`src/rtl/pin_ctrl_pkg.sv`:
```
package pin_ctrl_pkg;
    localparam int N_PINS     = 8;
    localparam int N_SRC      = 8;
    localparam int SEL_W      = $clog2(N_SRC);
    localparam int MODE_W     = 2;
    localparam int DATA_W     = 32;
    localparam int ADDR_W     = 7;
    localparam int WORD_W     = ADDR_W - 2;
    localparam int HALF_PINS  = N_PINS / 2;
    localparam int MODE_BITS  = MODE_W * N_PINS;
    localparam int ALIAS_BITS = MODE_W * HALF_PINS;

    typedef logic [WORD_W-1:0] word_t;

    localparam word_t W_MODE    = word_t'(0);
    localparam word_t W_INEN    = word_t'(1);
    localparam word_t W_SRCSEL  = word_t'(2);
    localparam word_t W_DOUT    = word_t'(3);
    localparam word_t W_DIN     = word_t'(4);
    localparam word_t W_SET     = word_t'(5);
    localparam word_t W_CLR     = word_t'(6);
    localparam word_t W_TGL     = word_t'(7);
    localparam word_t W_PSEL0   = word_t'(8);
    localparam word_t W_MODE_LO = word_t'(8 + N_PINS);
    localparam word_t W_MODE_HI = word_t'(9 + N_PINS);

    typedef enum logic [MODE_W-1:0] {
        PM_PUSH   = 2'd0,
        PM_INPUT  = 2'd1,
        PM_ODRAIN = 2'd2,
        PM_OSRC   = 2'd3
    } pin_mode_e;

    typedef struct packed {
        logic [MODE_BITS-1:0]           mode;
        logic [N_PINS-1:0]              in_en;
        logic [N_PINS-1:0]              use_periph;
        logic [N_PINS-1:0]              dout;
        logic [N_PINS-1:0][SEL_W-1:0]   psel;
    } pin_cfg_t;
endpackage

```
`src/rtl/pin_in_sync.sv`:
```
module pin_in_sync
    import pin_ctrl_pkg::*;
(
    input  logic              clk,
    input  logic              rst_n,
    input  logic [N_PINS-1:0] pad_in,
    output logic [N_PINS-1:0] din_sync
);
    typedef struct packed {
        logic [N_PINS-1:0] s1;
        logic [N_PINS-1:0] s2;
    } sync_t;

    sync_t sync_d, sync_q;

    always_comb begin
        sync_d    = sync_q;
        sync_d.s1 = pad_in;
        sync_d.s2 = sync_q.s1;
    end

    always_ff @(posedge clk or negedge rst_n) begin
        if (!rst_n) sync_q <= '0;
        else        sync_q <= sync_d;
    end

    assign din_sync = sync_q.s2;
endmodule

```
`src/rtl/pin_drive.sv`:
```
module pin_drive
    import pin_ctrl_pkg::*;
(
    input  pin_mode_e         mode,
    input  logic              use_periph,
    input  logic              dout_bit,
    input  logic [SEL_W-1:0]  psel,
    input  logic [N_SRC-1:0]  periph_src,
    output logic              drv,
    output logic              oe,
    output logic              pull_ok
);
    logic val;

    always_comb begin
        val     = use_periph ? periph_src[psel] : dout_bit;
        drv     = 1'b0;
        oe      = 1'b0;
        pull_ok = 1'b0;
        case (mode)
            PM_PUSH: begin
                oe  = 1'b1;
                drv = val;
            end
            PM_INPUT: begin
                pull_ok = 1'b1;
            end
            PM_ODRAIN: begin
                oe      = ~val;
                pull_ok = val;
            end
            PM_OSRC: begin
                oe      = val;
                drv     = val;
                pull_ok = ~val;
            end
            default: ;
        endcase
    end
endmodule

```
`src/rtl/pin_ctrl_regs.sv`:
```
module pin_ctrl_regs
    import pin_ctrl_pkg::*;
(
    input  logic              clk,
    input  logic              rst_n,
    input  logic              wr,
    input  logic [ADDR_W-1:0] addr,
    input  logic [DATA_W-1:0] wdata,
    input  logic [N_PINS-1:0] din_sync,
    output logic [DATA_W-1:0] rdata,
    output pin_cfg_t          cfg
);
    pin_cfg_t cfg_d, cfg_q;
    word_t    widx;
    logic     unused_bits;

    assign widx        = addr[ADDR_W-1:2];
    assign unused_bits = ^{addr[1:0], wdata[DATA_W-1:MODE_BITS]};

    // next-state for all configuration storage
    always_comb begin
        cfg_d = cfg_q;
        if (wr) begin
            case (widx)
                W_MODE:    cfg_d.mode       = wdata[MODE_BITS-1:0];
                W_INEN:    cfg_d.in_en      = wdata[N_PINS-1:0];
                W_SRCSEL:  cfg_d.use_periph = wdata[N_PINS-1:0];
                W_DOUT:    cfg_d.dout       = wdata[N_PINS-1:0];
                W_SET:     cfg_d.dout       = cfg_q.dout | wdata[N_PINS-1:0];
                W_CLR:     cfg_d.dout       = cfg_q.dout & ~wdata[N_PINS-1:0];
                W_TGL:     cfg_d.dout       = cfg_q.dout ^ wdata[N_PINS-1:0];
                W_MODE_LO: cfg_d.mode[ALIAS_BITS-1:0] = wdata[ALIAS_BITS-1:0];
                W_MODE_HI: cfg_d.mode[MODE_BITS-1:ALIAS_BITS] = wdata[ALIAS_BITS-1:0];
                default: ;
            endcase
            for (int k = 0; k < N_PINS; k++) begin
                if (widx == word_t'(int'(W_PSEL0) + k))
                    cfg_d.psel[k] = wdata[SEL_W-1:0];
            end
        end
    end

    // read mux; strobes and unlisted words return zero
    always_comb begin
        rdata = '0;
        case (widx)
            W_MODE:    rdata[MODE_BITS-1:0]  = cfg_q.mode;
            W_INEN:    rdata[N_PINS-1:0]     = cfg_q.in_en;
            W_SRCSEL:  rdata[N_PINS-1:0]     = cfg_q.use_periph;
            W_DOUT:    rdata[N_PINS-1:0]     = cfg_q.dout;
            W_DIN:     rdata[N_PINS-1:0]     = din_sync & cfg_q.in_en;
            W_MODE_LO: rdata[ALIAS_BITS-1:0] = cfg_q.mode[ALIAS_BITS-1:0];
            W_MODE_HI: rdata[ALIAS_BITS-1:0] = cfg_q.mode[MODE_BITS-1:ALIAS_BITS];
            default: ;
        endcase
        for (int k = 0; k < N_PINS; k++) begin
            if (widx == word_t'(int'(W_PSEL0) + k))
                rdata[SEL_W-1:0] = cfg_q.psel[k];
        end
    end

    always_ff @(posedge clk or negedge rst_n) begin
        if (!rst_n) cfg_q <= '0;
        else        cfg_q <= cfg_d;
    end

    assign cfg = cfg_q;
endmodule

```
`src/rtl/pin_mode_ctrl.sv`:
```
module pin_mode_ctrl
    import pin_ctrl_pkg::*;
(
    input  logic              clk,
    input  logic              rst_n,
    input  logic              reg_wr,
    input  logic [ADDR_W-1:0] reg_addr,
    input  logic [DATA_W-1:0] reg_wdata,
    output logic [DATA_W-1:0] reg_rdata,
    input  logic [N_SRC-1:0]  periph_src,
    input  logic [N_PINS-1:0] pad_in,
    output logic [N_PINS-1:0] pad_out,
    output logic [N_PINS-1:0] pad_oe,
    output logic [N_PINS-1:0] pad_pull_ok,
    output logic [N_PINS-1:0] pad_ie
);
    pin_cfg_t             cfg;
    logic [N_PINS-1:0]    din_sync;
    logic [MODE_BITS-1:0] cfg_mode;
    logic [N_PINS-1:0]    cfg_dout;
    logic [N_PINS-1:0]    cfg_in_en;

    pin_in_sync u_sync (
        .clk      (clk),
        .rst_n    (rst_n),
        .pad_in   (pad_in),
        .din_sync (din_sync)
    );

    pin_ctrl_regs u_regs (
        .clk      (clk),
        .rst_n    (rst_n),
        .wr       (reg_wr),
        .addr     (reg_addr),
        .wdata    (reg_wdata),
        .din_sync (din_sync),
        .rdata    (reg_rdata),
        .cfg      (cfg)
    );

    assign cfg_mode  = cfg.mode;
    assign cfg_dout  = cfg.dout;
    assign cfg_in_en = cfg.in_en;
    assign pad_ie    = cfg.in_en;

    for (genvar g = 0; g < N_PINS; g++) begin : g_pin
        pin_drive u_drv (
            .mode       (pin_mode_e'(cfg.mode[MODE_W*g +: MODE_W])),
            .use_periph (cfg.use_periph[g]),
            .dout_bit   (cfg.dout[g]),
            .psel       (cfg.psel[g]),
            .periph_src (periph_src),
            .drv        (pad_out[g]),
            .oe         (pad_oe[g]),
            .pull_ok    (pad_pull_ok[g])
        );
    end
endmodule

```
`config.mk`:
```
export PLATFORM = sky130hd
export DESIGN_NAME = pin_mode_ctrl
export DESIGN_NICKNAME = d
export VERILOG_FILES = /design/src/rtl/pin_ctrl_pkg.sv /design/src/rtl/pin_in_sync.sv /design/src/rtl/pin_drive.sv /design/src/rtl/pin_ctrl_regs.sv /design/src/rtl/pin_mode_ctrl.sv
export SDC_FILE = /design/constraint.sdc
export NUM_CORES = 1
export LEC_CHECK = 0
export ABC_AREA = 1
export BUFFER_PORTS_ARGS = -buffer_cell sky130_fd_sc_hd__clkbuf_2
export CAP_MARGIN = 25
export CORE_MARGIN = 2
export CORE_UTILIZATION = 62
export CTS_BUF_LIST = sky130_fd_sc_hd__clkbuf_4
export CTS_CLUSTER_SIZE = 10
export DETAILED_ROUTE_END_ITERATION = 16
export PLACE_DENSITY = 0.92
export SLEW_MARGIN = 25
export SYNTH_ARGS = -nofsm -noshare
export SYNTH_HDL_FRONTEND = slang
export SYNTH_HIERARCHICAL = 1
export SYNTH_SLANG_ARGS = --single-unit
export TNS_END_PERCENT = 20
```
`constraint.sdc`:
```
create_clock -name clk -period 2.7 [get_ports clk]
set_input_delay 0 -clock clk [delete_from_list [all_inputs] [get_ports clk]]
set_output_delay 0 -clock clk [all_outputs]
set_load 0.01 [all_outputs]
```
# Yosys cells after proc, flatten, opt, wreduce, memory -nomap -nowiden
# Cells that the tools add are included.
# word_totals
word_cells,170
reg_bits,80
inputBits,58
output_inout_bits,64
# op_classes
reduce_logical,33
bitwise_logic,13
n_mux,60
eq_ne,41
n_lt_le_gt_ge,8
# op_table
op,n
$pmux 1 s3,16
$pmux 8 s6,1
$eq 5x4->1 const B,8
$eq 2x2->1 const B,16
$lt 3x4->1 const B,8
$pmux 8 s4,1
$reduce_and 2->1,13
$bmux 1 s3,8
$mux 1,24
$mux 3,8
$eq 5x3->1 const B,4
$reduce_or 2->1,9
$and 8x8->8,2
$eq 2x1->1 const B,8
$logic_not 2->1,8
$pmux 8 s2,1
$eq 5x2->1 const B,2
$eq 5x5->1 const B,2
$mux 8,1
$not 1->1,8
$not 8->8,1
$or 8x8->8,1
$xor 8x8->8,1
$eq 5x1->1 const B,1
3 further kinds,3

# Logic depth before layout (Yosys ltp)
# Gate-level depths: netlist of the first run.
# depth
word_depth,11
mapped_depth,12
ltp_nobuf,11

# Hierarchy
# The synthesis of the first run kept the hierarchy.
# modules_own_cells
module,cells_per_inst,n_inst,seq_area_each_um2,area_per_inst_um2
pin_ctrl_regs,471,1,1601.5,3758.6
pin_drive,44,8,0.0,215.2
pin_in_sync,16,1,400.4,400.4

# Worst setup path before layout of the first run
# OpenSTA, ideal clock, no wires.
# synth_path
path_type,reg-to-reg
from,"reg u_regs.cfg_q, in the netlist u_regs/cfg[29]"
to,"reg u_regs.cfg_q, in the netlist u_regs/cfg[29]"
arrival_ns,1.117
path_slack_ns,1.466
t_required_ns,2.582
path_buffers,0
stages_incl_launch_ff,7
cell_sequence,dfrtp_1 -> inv_1 -> ha_1 -> a22oi_1 -> o221ai_1 -> nand2_1 -> o21ai_2
# synth_between
elab_chain_cells,2
word_cells_on_any_way,4
# synth_rtl
item,line_no,rtl
start: declaration,pin_ctrl_regs.sv:13,"pin_cfg_t cfg_d, cfg_q;"
start signal: assignment,pin_ctrl_regs.sv:64,else cfg_q <= cfg_d;
"$xor 8x8->8, or another cell as far along",pin_ctrl_regs.sv:31,W_TGL: cfg_d.dout = cfg_q.dout ^ wdata[N_PINS-1:0];
$pmux 8 s4 *,pin_ctrl_regs.sv:24,case (widx)
# Mark *: on every way between the ends. The rest lies on a longest branch, timed or not.
# A chain may end at the register's enable or synchronous reset.

# Final worst setup path of the first run
# layout_path
from,"reg u_regs.cfg_q, in the netlist u_regs/cfg[58]"
to,out reg_rdata[2]
# layout_between
elab_chain_cells,9
# layout_rtl
item,line_no,rtl
$pmux 8 s6,pin_ctrl_regs.sv:46,case (widx)
$mux 3 (8 in a row),pin_ctrl_regs.sv:57,if (widx == word_t'(int'(W_PSEL0) + k))
end: declaration,pin_mode_ctrl.sv:9,"output logic [DATA_W-1:0] reg_rdata,"
# No other way between the ends.

==> results of run 1 <==
[flip-flops by register name (all words and copies together) (netlist names)]
| name | count |
|---|---|
| u_regs/cfg | 64 |
| u_sync/din_sync | 8 |
| u_sync/sync_d | 8 |
[metal layers]
layer	vias up	wire, um	global-route usage, %
li1	2852	-	-
met1	2697	6420	43.5
met3	39	1450	4.62
met4	0	555	12.9
met5	-	0	0
met2	314	7170	49.9
[Yosys cell counts (6+ instances only)]
library cell               count  area share, %
sky130_fd_sc_hd__nand2_1     293             19
sky130_fd_sc_hd__inv_1       131            8.4
sky130_fd_sc_hd__dfrtp_1      80             34
sky130_fd_sc_hd__o21ai_0      73            6.2
sky130_fd_sc_hd__nand3_1      52            4.4
sky130_fd_sc_hd__ha_1         32            6.8
sky130_fd_sc_hd__nor2_1       24            1.5
sky130_fd_sc_hd__buf_4        17            2.2
sky130_fd_sc_hd__nand3_2      16            2.7
sky130_fd_sc_hd__nand3b_1     16            2.0
sky130_fd_sc_hd__inv_2        13           0.83
sky130_fd_sc_hd__nand4_1      12            1.3
sky130_fd_sc_hd__o211ai_1     10            1.3
sky130_fd_sc_hd__nand2_2       9           0.96
sky130_fd_sc_hd__a21boi_0      8            1.0
sky130_fd_sc_hd__a22oi_1       6           0.77
sky130_fd_sc_hd__clkbuf_1      6           0.38
sky130_fd_sc_hd__nor2_2        6           0.64
[stage by stage]
stage,instance area [sq um],cells
finish,6710,1081
global route,6710,1081
CTS,6710,1081
detailed placement,6350,1043
global placement,6350,1043
floorplan,5940,854
[power by group]
part / total (uW) / switching [uW] / leakage (uW) / internal, uW
combinational: 1450 / 882 / 0.00256 / 570
sequential: 1710 / 300 / 0.00100 / 1410
clock: 720 / 438 / 0.0000700 / 282
[worst min-delay path, delay by kind of cell]
kind / cells / cell delay (ns)
simple gates: 2 / 0.27
buf+inv: 1 / 0.16
compound gates: 1 / 0.10
[cell families after synthesis]
kind of cell,Yosys count,share of synthesized area (%)
AND/OR/NAND/NOR,439,34.5
buffers and inverters,172,12.6
AO/OA/AOI/OAI,115,12.0
flip-flops,80,34.0
adder cells (fa/ha/maj),32,6.81
other,1,0.0638
[final timing paths]
check | depth (start not counted) | start | to
hold / removal | 4 | reg_addr[4] | u_regs/cfg[3]
min in group asynchronous | 2 | rst_n | u_regs/cfg[15]
hold reg to reg | 0 | u_sync/sync_d[7] | u_sync/din_sync[7]
setup / recovery | 9 | u_regs/cfg[58] | reg_rdata[2]
setup reg to reg | 6 | u_regs/cfg[24] | u_regs/cfg[24]
max in group asynchronous | 2 | rst_n | u_regs/cfg[40]
[repair_timing]
item / 4_1_cts / 5_1_grt
hold endpoints to repair: 106 / 0
buffers inserted: 0 / 0
resized for setup: 0 / 0
hold buffers: 22 / 0
[area by class of cell]
type,instances,area share [%]
flip-flops and latches,80,29.8
clock inverters,7,1.06
well taps,129,2.41
multi-input cells,602,47.6
inverters,145,8.19
repair buffers,109,9.86
clock buffers,9,1.01
==> flow_metrics.env, run 1 <==
export IMPL_run_status="completed"
export IMPL_cts_tree="built"
export IMPL_power_density_mw_per_mm2=578
export IMPL_grt_first_pass_wirelength_mm=25.2
export IMPL_final_core_util_pct=72.6
export IMPL_syn_mean_instance_area_sq_um=7.01
export IMPL_wl_per_cell_um=14.4
export IMPL_timing_slew_headroom_pct=52.8
export IMPL_remaining_drc_errors=0
export IMPL_worst_slack_ns=0.781
export IMPL_synth_top_flop_cell="sky130_fd_sc_hd__dfrtp_1"
export IMPL_period_minus_slack_ns=1.92
export IMPL_routabilityCongestion=0.926
export IMPL_diodes=0
export IMPL_detailed_place_hpwl_mm=11.3
export IMPL_io_buffers=87
export IMPL_dr_total_vias=5902
export IMPL_seq_area_frac_synth_pct=34.0
export IMPL_post_drt_via_cell_ratio=5.46
export IMPL_worst_path_dominant_cell_family="simple AND/OR/NAND/NOR gates"
export IMPL_ys_warnings_count=6
export IMPL_rows=35
export IMPL_ws_path_type="reg2out"
export IMPL_io_pins=122
export IMPL_worst_setup_path_start_kind="flop"
export IMPL_grt_usage_pct=31.4
export IMPL_skew_ns=0.000462
export IMPL_final_hold_worst_slack_ns=0.136
export IMPL_finish_net_count=1037
export IMPL_timing_max_cap_violations=0
export IMPL_fp_dieW_um=101
export IMPL_max_freq_mhz=521
export IMPL_p_leak_uw=0.00363
export IMPL_synth_cell_area_sq_mm=0.00588
export IMPL_global_route_overflow_total=0
export IMPL_ys_types=37
export IMPL_critical_path_n_buffers_inverters=1
export IMPL_drv_slew=0
export IMPL_critical_path_slowest_cell="sky130_fd_sc_hd__dfrtp_1"
export IMPL_tightestPinTransition_ns=0.708
export IMPL_post_synth_inst_count=839
export IMPL_synth_seq_cells=80
export IMPL_timing_critical_path_arrival_ns=1.92
export IMPL_asyncSetResetFlopFracSynth_pct=100
export IMPL_antenna_found_initial=0
export IMPL_drt_first_pass_iters=5
export IMPL_postRouteAntennaNets=0
export IMPL_wl_mm=15.6
export IMPL_final_seq_area_sq_mm=0.00200
export IMPL_number_of_global_route_vias_before_repair=5379
export IMPL_fp_dieH_um=101
export IMPL_clock_tree_root_cell="sky130_fd_sc_hd__clkbuf_4"
export IMPL_syn_to_final_growth_pct=14.1
export IMPL_detailedPlace_worstSlack_ns=1.03
export IMPL_crit_path_max_incr_delay_ns=0.47
export IMPL_min_path_type="in2reg"
export IMPL_worst_skew_pair_late_latency_ns=0.43
export IMPL_crit_path_cell_trace="nand4_1 -> nand2_1 -> nor2_1 -> nand3_1 -> nor2_1 -> nand3_1 -> nand2_1 -> nand4_1 -> clkbuf_2"
export IMPL_clk_transition_reported_paths_ns=0.14
export IMPL_critical_path_endpoint_type="output port"
export IMPL_floorplan_core_area_sq_mm=0.00924
export IMPL_finalSetupViolCount=0
export IMPL_floorplan_initialDensity_pct=63.6
export IMPL_finalHoldViolations=0
export IMPL_total_power_uw=3880
export IMPL_multi_input_area_sq_mm=0.00320
export IMPL_number_of_enable_flip_flop_cells_after_synthesis=0
export IMPL_post_route_period_util_pct=71.1
export IMPL_die_area_sq_mm=0.0103
export IMPL_crit_fanout=5
export IMPL_rsz0062_at_grt="false"
export IMPL_drive_gt1_share_pct=16.9
export IMPL_final_cell_mix="sky130_fd_sc_hd__nand2_1 (293), sky130_fd_sc_hd__inv_1 (131), sky130_fd_sc_hd__clkbuf_2 (86), sky130_fd_sc_hd__dfrtp_1 (80), sky130_fd_sc_hd__o21ai_0 (73)"
export IMPL_numCtsBuffers=9
export IMPL_cts_num_sinks=80
export IMPL_grt_max_degree=81
export IMPL_timing_reg2reg_setup_slack_ns=1.25
export IMPL_setup_tns_final_ns=0
export IMPL_drtIter0Drc=662
export IMPL_worst_endpoint_required_ns=2.70
export IMPL_fill_cells=735
export IMPL_cts_buffer_depth=2
export IMPL_most_frequent_standard_cell_in_the_layout_excluding_fill_and_tap_cells="sky130_fd_sc_hd__nand2_1"
export IMPL_cts_max_level=3
export IMPL_irDropWorstVdd_uv=441
No activity file was read; power rests on OpenSTA's default activity.
==> run 2: changes to the inputs <==
Settings changed: CORE_UTILIZATION 62 to 57, PLACE_DENSITY 0.92 to 0.86.
Clock period 2.7 ns to 1.9 ns, I/O delays scaled along.
==> run 2 against run 1 <==
  * Clock power increased by 60%
  * Design area up 3.6%
  * Register-to-register slack worse by 0.77 ns
  * Largest power group unchanged
  * Sequential power rose by 43%
  * Sequential share of layout area shrank 0.83 points
  * Combinational power rose by 50%
  * Wire length increased by 2.5%
  * Utilization down 4.4 points
  * Global-route usage shrank 1.7 points
==> flow_metrics.env, run 2 (synthesis gave the netlist of run 1 again) <==
export IMPL_io_pins=122
export IMPL_worstReg2RegStart="u_regs/cfg[29]"
export IMPL_wl_per_cell_um=14.4
export IMPL_remaining_drc_errors=0
export IMPL_final_cell_mix="sky130_fd_sc_hd__nand2_1 (290), sky130_fd_sc_hd__inv_1 (131), sky130_fd_sc_hd__clkbuf_2 (83), sky130_fd_sc_hd__o21ai_0 (73), sky130_fd_sc_hd__dfrtp_1 (69)"
export IMPL_finalHoldViolations=0
export IMPL_irDropWorstVdd_uv=699
export IMPL_critical_path_n_buffers_inverters=2
export IMPL_rows=37
export IMPL_dr_total_vias=5920
export IMPL_dpl_cell_count=1062
export IMPL_cts_num_sinks=80
export IMPL_finish_net_count=1057
export IMPL_crit_fanout=7
export IMPL_worst_endpoint_required_ns=1.90
export IMPL_global_route_overflow_total=0
export IMPL_layout_cell_area_non_filler_sq_mm=0.00695
export IMPL_drt_first_pass_iters=5
export IMPL_run_status="completed"
export IMPL_timing_max_cap_violations=0
export IMPL_multi_input_area_sq_mm=0.00325
export IMPL_cts_max_level=3
export IMPL_final_core_util_pct=68.2
export IMPL_critical_path_endpoint_type="output port"
export IMPL_die_area_sq_mm=0.0111
export IMPL_hold_sp="reg_wdata[5]"
export IMPL_critical_path_slowest_cell="sky130_fd_sc_hd__dfrtp_2"
export IMPL_placed_cell_area_sq_mm=0.00645
export IMPL_floorplan_core_area_sq_mm=0.0102
export IMPL_numCtsBuffers=9
export IMPL_max_freq_mhz=530
export IMPL_timing_critical_path_arrival_ns=1.89
export IMPL_fin_cells=1108
export IMPL_cts_tree="built"
export IMPL_cts_buffer_depth=2
export IMPL_clock_tree_root_cell="sky130_fd_sc_hd__clkbuf_4"
export IMPL_rsz0062_at_grt="true"
export IMPL_skew_ns=0.0127
export IMPL_timing_slew_headroom_pct=50.5
export IMPL_worst_setup_path_start_kind="flop"
export IMPL_min_path_type="in2reg"
export IMPL_worst_skew_pair_late_latency_ns=0.42
export IMPL_drive_gt1_share_pct=20.6
export IMPL_post_route_period_util_pct=99.3
export IMPL_detailed_place_hpwl_mm=11.4
export IMPL_power_density_mw_per_mm2=830
export IMPL_fp_dieH_um=106
export IMPL_post_drt_via_cell_ratio=5.34
export IMPL_cp_common_cell="sky130_fd_sc_hd__nand2_1"
export IMPL_clk_transition_reported_paths_ns=0.13
export IMPL_syn_to_final_growth_pct=18.2
export IMPL_number_of_flip_flops_under_the_largest_register_name=64
export IMPL_postRouteAntennaNets=0
export IMPL_wl_mm=16.0
export IMPL_crit_path_cell_trace="inv_2 -> nand2_1 -> nand2_1 -> nand2_1 -> nand3b_1 -> nand3_2 -> nand2_2 -> nand2_1 -> nand2_1 -> nand2_1 -> nand2_1 -> buf_2"
export IMPL_drv_slew=0
export IMPL_grt_max_degree=61
export IMPL_worst_path_dominant_cell_family="simple AND/OR/NAND/NOR gates"
export IMPL_tightestPinTransition_ns=0.743
export IMPL_antenna_found_initial=0
export IMPL_grt_first_pass_wirelength_mm=26.1
export IMPL_p_leak_uw=0.00375
export IMPL_diodes=0
export IMPL_final_seq_area_sq_mm=0.00202
export IMPL_crit_path_max_incr_delay_ns=0.47
export IMPL_io_buffers=87
export IMPL_floorplan_initialDensity_pct=57.7
export IMPL_finalSetupViolCount=0
export IMPL_most_frequent_standard_cell_in_the_layout_excluding_fill_and_tap_cells="sky130_fd_sc_hd__nand2_1"
export IMPL_total_power_uw=5770
export IMPL_routabilityCongestion=0.887
export IMPL_drtIter0Drc=486
export IMPL_timing_critical_path_from="u_regs/cfg[21]"
export IMPL_setup_tns_final_ns=0
export IMPL_ws_path_type="reg2out"
export IMPL_grt_usage_pct=29.7
export IMPL_number_of_global_route_vias_before_repair=5415
export IMPL_period_minus_slack_ns=1.89
export IMPL_fp_dieW_um=106
export IMPL_fill_cells=871
==> run 2: cell count changes in the layout (fill, tap and decap cells not counted), sizes merged <==
| cell | change |
|---|---|
| clkbuf | -3 |
| dlygate4sd3 | -1 |
| clkinvlp | -1 |
| buf | +24 |
| bufinv | +1 |
==> run 2: final timing paths <==
kind	to	slack, ns	cells after the start
worst max-delay path	pad_oe[7]	0.01	12
worst min-delay path	u_regs/cfg[53]	0.03	3
worst max register to register	u_regs/cfg[29]	0.48	6
worst min register to register	u_sync/din_sync[1]	0.36	0
max in group asynchronous	u_regs/cfg[3]	1.03	3
min in group asynchronous	u_regs/cfg[41]	0.18	2
==> run 2: per-stage QoR <==
stage,setup slack [ns],hold WS (ns)
final,0.0124,0.0311
after CTS,0.00000822,0.0212
after global routing,-0.120,0.0462
after detailed placement,0.357,0.110
after global placement,0.391,0.108
after floorplan,0.666,-0.296
==> run 2: repair_timing <==
action,CTS,global route
gates cloned,0,0
endpoints found under the hold margin,84,0
endpoints found under the setup margin,1,23
hold buffers,21,0
resized for setup,1,27
buffers inserted,0,9
pin swaps,0,12
==> run 2: routing by layer <==
| metal | vias up | part of all wire, % | global-route usage [%] |
|---|---|---|---|
| met5 | - | 0 | 0 |
| met1 | 2708 | 41 | 39.8 |
| li1 | 2900 | - | - |
| met2 | 275 | 47 | 48.9 |
| met4 | 0 | 3.4 | 11.8 |
| met3 | 37 | 8.2 | 4.14 |
==> run 2: area by class of cell <==
class	instances	area share (%)
flip-flops and latches	80	29.0
multi-input cells	602	46.7
clock inverters	7	1.37
clock buffers	9	0.972
well taps	136	2.45
inverters	145	7.90
repair buffers	129	11.6
==> run 2: power breakdown <==
group	switching [uW]	internal, uW	total [uW]
sequential	426	2010	2440
combinational	1290	884	2180
clock	618	536	1150
==> run 2: tightest hold or removal path, cell delays in order <==
cell and delay, ns:
sky130_fd_sc_hd__clkbuf_2 0.07, sky130_fd_sc_hd__inv_1 0.15, sky130_fd_sc_hd__o21ai_0 0.20
